$ cat config.mk
export PLATFORM = sky130hd
export DESIGN_NAME = ctl_sequencer
export DESIGN_NICKNAME = d
export VERILOG_FILES = /design/src/rtl/seq_pkg.sv /design/src/rtl/ctl_decode.sv /design/src/rtl/step_ctr.sv /design/src/rtl/mem_hs.sv /design/src/rtl/ctl_sequencer.sv
export SDC_FILE = /design/constraint.sdc
export NUM_CORES = 1
export LEC_CHECK = 0
export ABC_AREA = 0
export BUFFER_PORTS_ARGS = -buffer_cell sky130_fd_sc_hd__buf_2
export CORE_MARGIN = 1
export CORE_UTILIZATION = 51
export CTS_BUF_LIST = sky130_fd_sc_hd__clkbuf_4 sky130_fd_sc_hd__clkbuf_8
export CTS_CLUSTER_DIAMETER = 120
export DETAILED_ROUTE_END_ITERATION = 10
export GPL_TIMING_DRIVEN = 0
export HOLD_SLACK_MARGIN = 0.15
export PLACE_DENSITY_LB_ADDON = 0.15
export SLEW_MARGIN = 10
export SYNTH_ARGS = -nofsm -noshare
export SYNTH_HDL_FRONTEND = slang
export SYNTH_HIERARCHICAL = 1
export SYNTH_SLANG_ARGS = --single-unit
$ cat constraint.sdc
create_clock -name clk -period 5.1 [get_ports clk]
set_input_delay 1.02 -clock clk [delete_from_list [all_inputs] [get_ports clk]]
set_output_delay 1.02 -clock clk [all_outputs]
set_load 0.05 [all_outputs]
$ cat src/rtl/seq_pkg.sv
package seq_pkg;
  localparam int OP_ADD_RR  = 1;
  localparam int OP_ADD_IND = 2;
  localparam int OP_LOAD    = 3;

  typedef struct packed {
    logic pc_drive;
    logic pc_load;
    logic mar_load;
    logic mdr_drive;
    logic mdr_ext;
    logic ir_load;
    logic x_load;
    logic y_load;
    logic y_drive;
    logic c4_sel;
    logic alu_add;
    logic rd_step;
    logic wait_mem;
    logic fin;
    logic g_drive;
    logic g_sel_dst;
    logic g_load;
  } ctl_t;
endpackage

$ cat src/rtl/ctl_decode.sv
module ctl_decode
  import seq_pkg::*;
#(
  parameter int OPC_W  = 4,
  parameter int STEP_W = 3
) (
  input  logic [STEP_W-1:0] step,
  input  logic              first,
  input  logic [OPC_W-1:0]  opcode,
  output ctl_t              ctl
);
  ctl_t raw;
  logic is_rr, is_ind, is_ld;

  assign is_rr  = (opcode == OPC_W'(OP_ADD_RR));
  assign is_ind = (opcode == OPC_W'(OP_ADD_IND));
  assign is_ld  = (opcode == OPC_W'(OP_LOAD));

  always_comb begin
    raw = '0;
    case (step)
      STEP_W'(1): begin
        raw.pc_drive = 1'b1; raw.mar_load = 1'b1; raw.rd_step = 1'b1;
        raw.c4_sel   = 1'b1; raw.alu_add  = 1'b1; raw.y_load  = 1'b1;
      end
      STEP_W'(2): begin
        raw.y_drive = 1'b1; raw.pc_load = 1'b1; raw.y_load = 1'b1;
        raw.wait_mem = 1'b1;
      end
      STEP_W'(3): begin
        raw.mdr_drive = 1'b1; raw.ir_load = 1'b1;
      end
      STEP_W'(4): begin
        if (is_rr) begin
          raw.g_drive = 1'b1; raw.x_load = 1'b1;
        end else if (is_ind || is_ld) begin
          raw.g_drive = 1'b1; raw.mar_load = 1'b1; raw.rd_step = 1'b1;
        end else begin
          raw.fin = 1'b1;
        end
      end
      STEP_W'(5): begin
        if (is_rr) begin
          raw.g_drive = 1'b1; raw.g_sel_dst = 1'b1;
          raw.alu_add = 1'b1; raw.y_load = 1'b1;
        end else if (is_ind) begin
          raw.g_drive = 1'b1; raw.g_sel_dst = 1'b1;
          raw.x_load = 1'b1; raw.wait_mem = 1'b1;
        end else if (is_ld) begin
          raw.mdr_ext = 1'b1; raw.wait_mem = 1'b1;
        end else begin
          raw.fin = 1'b1;
        end
      end
      STEP_W'(6): begin
        if (is_rr) begin
          raw.y_drive = 1'b1; raw.g_load = 1'b1; raw.fin = 1'b1;
        end else if (is_ind) begin
          raw.mdr_drive = 1'b1; raw.alu_add = 1'b1; raw.y_load = 1'b1;
        end else if (is_ld) begin
          raw.mdr_drive = 1'b1; raw.g_load = 1'b1; raw.fin = 1'b1;
        end else begin
          raw.fin = 1'b1;
        end
      end
      STEP_W'(7): begin
        if (is_ind) begin
          raw.y_drive = 1'b1; raw.g_load = 1'b1;
        end
        raw.fin = 1'b1;
      end
      default: raw.fin = 1'b1;
    endcase
  end

  // state-changing loads fire only in the first cycle of a step
  always_comb begin
    ctl          = raw;
    ctl.pc_load  = raw.pc_load  & first;
    ctl.mar_load = raw.mar_load & first;
    ctl.ir_load  = raw.ir_load  & first;
    ctl.x_load   = raw.x_load   & first;
    ctl.y_load   = raw.y_load   & first;
    ctl.g_load   = raw.g_load   & first;
  end
endmodule

$ cat src/rtl/step_ctr.sv
module step_ctr #(
  parameter int STEP_W = 3
) (
  input  logic              clk,
  input  logic              rst,
  input  logic              is_wait,
  input  logic              is_end,
  input  logic              ack_ok,
  output logic [STEP_W-1:0] step,
  output logic              first
);
  logic              go;
  logic [STEP_W-1:0] step_n;

  assign go = !is_wait || ack_ok;

  always_comb begin
    if (is_end)  step_n = STEP_W'(1);
    else if (go) step_n = step + STEP_W'(1);
    else         step_n = step;
  end

  always_ff @(posedge clk) begin
    if (rst) begin
      step  <= STEP_W'(1);
      first <= 1'b1;
    end else begin
      step  <= step_n;
      first <= go;
    end
  end

  p_freeze_r8: assert property (@(posedge clk) disable iff (rst)
    (is_wait && !ack_ok) |=> $stable(step));
endmodule

$ cat src/rtl/mem_hs.sv
module mem_hs (
  input  logic clk,
  input  logic rst,
  input  logic rd_step,
  input  logic is_wait,
  input  logic mem_done,
  output logic mem_read,
  output logic ack_ok
);
  logic req_q, ack_q, ack_now;

  assign mem_read = rd_step | req_q;
  assign ack_now  = mem_read & mem_done;
  assign ack_ok   = ack_now | ack_q;

  always_ff @(posedge clk) begin
    if (rst) begin
      req_q <= 1'b0;
      ack_q <= 1'b0;
    end else begin
      req_q <= mem_read & ~mem_done;
      ack_q <= ack_ok & ~is_wait;
    end
  end

  p_req_hold_r9: assert property (@(posedge clk) disable iff (rst)
    (mem_read && !mem_done) |=> mem_read);
  p_req_drop_r9: assert property (@(posedge clk) disable iff (rst)
    (mem_read && mem_done) |=> !mem_read);
endmodule

$ cat src/rtl/ctl_sequencer.sv
module ctl_sequencer
  import seq_pkg::*;
#(
  parameter int OPC_W    = 4,
  parameter int REG_CNT  = 8,
  parameter int MAX_STEP = 7,
  localparam int RIDX_W  = $clog2(REG_CNT),
  localparam int STEP_W  = $clog2(MAX_STEP + 1)
) (
  input  logic              clk,
  input  logic              rst,
  input  logic [OPC_W-1:0]  ir_opcode,
  input  logic [RIDX_W-1:0] ir_src,
  input  logic [RIDX_W-1:0] ir_dst,
  input  logic              mem_done,
  output logic              pc_drive,
  output logic              pc_load,
  output logic              mar_load,
  output logic              mdr_drive,
  output logic              mdr_ext_load,
  output logic              ir_load,
  output logic              x_load,
  output logic              y_load,
  output logic              y_drive,
  output logic              const4_sel,
  output logic              alu_add,
  output logic              mem_read,
  output logic              mem_wait,
  output logic              instr_end,
  output logic              gpr_drive,
  output logic [RIDX_W-1:0] gpr_drive_idx,
  output logic              gpr_load,
  output logic [RIDX_W-1:0] gpr_load_idx
);
  logic [STEP_W-1:0] step;
  logic              first, ack_ok, rd_int;
  ctl_t              ctl, gc;

  step_ctr #(.STEP_W(STEP_W)) u_step (
    .clk(clk), .rst(rst), .is_wait(ctl.wait_mem), .is_end(ctl.fin),
    .ack_ok(ack_ok), .step(step), .first(first)
  );

  ctl_decode #(.OPC_W(OPC_W), .STEP_W(STEP_W)) u_dec (
    .step(step), .first(first), .opcode(ir_opcode), .ctl(ctl)
  );

  mem_hs u_mem (
    .clk(clk), .rst(rst), .rd_step(ctl.rd_step), .is_wait(ctl.wait_mem),
    .mem_done(mem_done), .mem_read(rd_int), .ack_ok(ack_ok)
  );

  assign gc = rst ? '0 : ctl;

  assign pc_drive      = gc.pc_drive;
  assign pc_load       = gc.pc_load;
  assign mar_load      = gc.mar_load;
  assign mdr_drive     = gc.mdr_drive;
  assign mdr_ext_load  = gc.mdr_ext;
  assign ir_load       = gc.ir_load;
  assign x_load        = gc.x_load;
  assign y_load        = gc.y_load;
  assign y_drive       = gc.y_drive;
  assign const4_sel    = gc.c4_sel;
  assign alu_add       = gc.alu_add;
  assign mem_read      = rd_int & ~rst;
  assign mem_wait      = gc.wait_mem;
  assign instr_end     = gc.fin;
  assign gpr_drive     = gc.g_drive;
  assign gpr_drive_idx = ctl.g_sel_dst ? ir_dst : ir_src;
  assign gpr_load      = gc.g_load;
  assign gpr_load_idx  = ir_dst;

  p_one_driver_r12: assert property (@(posedge clk) disable iff (rst)
    $countones({pc_drive, mdr_drive, y_drive, gpr_drive}) <= 1);
  p_pc_once_r8: assert property (@(posedge clk) disable iff (rst)
    pc_load |=> !pc_load);
  p_restart_r10: assert property (@(posedge clk) disable iff (rst)
    instr_end |=> (pc_drive && mar_load && const4_sel));
endmodule

==> qor.yml <==
clocking:
  post_cts_resize_count: 0
  postCtsHoldBufs: 0
  root_buffer: "clkbuf_4"
  path_clk_slew_ns: 0.04
  clk-insertion-delay-late_ns: 0.24
  cts_tree: "built"
  cts_buffer_depth: 2
  cts_sinks: 6
  postCtsSetupRepairBufs: 0
  cts_made_buffers: 3
  cts_max_level: 1
global_routing:
  antenna_found_initial: 0
  grtUsageTotal_pct: 20.2
  grt_overflow_total: 0
  grt_pass1_vias: 512
  grt_start_max_net_pins: 13
  grt_pass1_wl_mm: 2.10
timing:
  slew_headroom_pct: 73.1
  period_needed_ns: 3.49
  hold_violations: 0
  timing.hold.ws_ns: 0.505
  min_period_over_period_pct: 68.5
  finalSetupViolCount: 0
  rsz0062_at_grt: "no"
  maxSlewViolCount: 0
  fmax_ghz: 0.286
  tns_ns: 0
  skew_ns: 0.00396
  fin_ws_ns: 1.61
  tightest_slew_ns: 0.399
routing:
  postRouteAntennaNets: 0
  drtPass1Iterations: 4
  drt_drc_violations_left: 0
  drt-total-wl_mm: 1.57
  wire_per_inst_um: 10.8
  drtIter0Drc: 25
  vias: 762
  via_per_inst: 5.22
synthesis:
  synth_largest_area_cell: "dfxtp_1"
  netlist_instances: 94
  synth_cell_type_count: 38
  synth_seq_cells: 6
  synth_top_area_share_pct: 16.7
  seq_area_frac_synth_pct: 16.7
  synth_fp_nets: 108
  synth_area_leaders: "dfxtp_1 17%, nor2b_1 15%, nor2_1 4.7%, mux2_2 4.7%, a32o_1 4.2%"
  ys.warnings.count: 6
  synth_area_um2: 719
  syn_area_per_cell_um2: 7.65
floorplanning:
  dieArea_um2: 1560
  die_w_um: 39.6
  num_rows: 13
  initial_core_util_pct: 55.3
  die_h_um: 39.6
  num_io_pins: 35
  core_um2: 1300
job:
  maxCapViolCount: 0
place:
  dpl_cell_area_um2: 908
  gp_congestion: 0.773
  io_buffers: 34
  dp_slack_ns: 1.60
  dp.cells: 143
  dpl.hpwl_mm: 1.24
power:
  peakVddDrop_mv: 0.300
  power_leakage_nw: 0.472
  p_per_area_nw_per_um2: 511
  power_mw: 0.475
worst_setup_path:
  timing.rr.end: "u_step/step[1]$_SDFFE_PP0P_"
  worst-r2r-setup-slack_ns: 2.94
  r2r-start: "u_step/step[2]$_SDFFE_PP0P_"
  crit_path_end_kind: "output port"
  cp-start-kind: "primary input"
  cp.arrival_ns: 2.47
  critPathMaxFanout: 6
  cp_data_required_time_ns: 4.08
  reg2reg_depth: 8
  path_class: "primary input to output port"
finish:
  fin_area_um2: 931
  nNetsFinal: 147
  final_cell_mix: "36 x buf_2, 17 x nor2b_1, 9 x nor2_1"
  mostFrequentLayoutCell: "buf_2"
  n_fill_cell: 118
  drive_gt1_share_pct: 38.2
  area_growth_syn_to_layout_pct: 29.4
  utilization_pct: 71.5
  layout.cells.non_filler: 146
  n_antenna_cell: 0
min_path:
  hold_end: "u_mem/ack_q$_SDFF_PP0_"
  hold_class: "flip-flop to flip-flop"
  min_path_cells: 2
  worstHoldStart: "u_mem/ack_q$_SDFF_PP0_"
outcome:
  status: "finished clean"
-- cell type report --
type / count / area (um2) / area share (%)
Timing Repair Buffer: 34 / 170 / 18.3
Inverter: 2 / 7.51 / 0.806
Multi-Input combinational cell: 77 / 533 / 57.3
Tap cell: 15 / 18.8 / 2.02
Sequential cell: 6 / 120 / 12.9
Clock buffer: 3 / 22.5 / 2.42
Buffer: 9 / 58.8 / 6.32
-- power breakdown --
| part | leakage (nW) | internal [mW] | switching [mW] | total, mW |
|---|---|---|---|---|
| registers | 0.0495 | 0.0619 | 0.0232 | 0.0850 |
| clock network | 0.0138 | 0.0265 | 0.0157 | 0.0422 |
| logic | 0.409 | 0.129 | 0.219 | 0.348 |
| total | 0.472 | 0.218 | 0.258 | 0.475 |
-- Yosys cell counts --
cell type	number
nor2b_1	17
nor2_1	9
dfxtp_1	6
o21ai_0	5
and2b_1	4
buf_4	4
nor3b_1	4
a32o_1	3
mux2_2	3
nand2_1	3
nor3_1	3
and3_1	2
buf_2	2
clkbuf_1	2
inv_1	2
nand2b_1	2
xor2_1	2
a21boi_0	1
a21boi_1	1
a21o_1	1
a21oi_1	1
and3b_1	1
and4_1	1
buf_6	1
ha_1	1
mux2i_1	1
nand3_1	1
nor2b_4	1
nor3b_4	1
nor4_1	1
o2111ai_1	1
o211a_1	1
o21a_1	1
o22ai_1	1
o41ai_1	1
or2_4	1
or2b_1	1
or3_1	1
-- how the worst max path moves through the flow --
stage / startpoint / end / cells past startpoint
4_1_cts: ir_opcode[3] / gpr_drive_idx[0] / 6
6_report: ir_opcode[3] / gpr_drive_idx[0] / 6
2_1_floorplan: ir_opcode[1] / alu_add / 4
3_5_place_dp: ir_opcode[3] / gpr_drive_idx[0] / 6
3_3_place_gp: ir_opcode[3] / gpr_drive_idx[2] / 6
5_1_grt: ir_opcode[3] / gpr_drive_idx[0] / 6
-- state kept, by name, indices dropped and copies added, names as in the netlist --
signal and count:
u_step/step 3, u_mem/ack_q 1, u_mem/req_q 1, u_step/first 1
-- critical path, stage by stage --
cell	delay [ns]
buf_2	0.13
nor3b_4	0.29
and2b_1	0.23
and3_1	0.24
mux2_2	0.35
buf_2	0.21
-- kinds of logic after synthesis --
logic type / after synthesis / share of synthesized area, %
AOI/OAI and AO/OA: 17 / 17.2
muxes: 4 / 6.09
adders and majority gates: 1 / 1.74
buffers and inverters: 11 / 9.22
xor gates and xnor gates: 2 / 2.44
DFF: 6 / 16.7
and+or+nand+nor: 53 / 46.6
-- metal layers --
| layer | vias up | share of wire [%] | wire [um] | GRT usage, % |
|---|---|---|---|---|
| li1 | 400 | - | - | - |
| met4 | 0 | 0 | 0 | 10.3 |
| met3 | 0 | 5.3 | 83 | 5.11 |
| met2 | 30 | 51 | 803 | 34.4 |
| met1 | 332 | 44 | 685 | 22.6 |
| met5 | - | 0 | 0 | 0 |
Power figures use the tool's default switching activity.
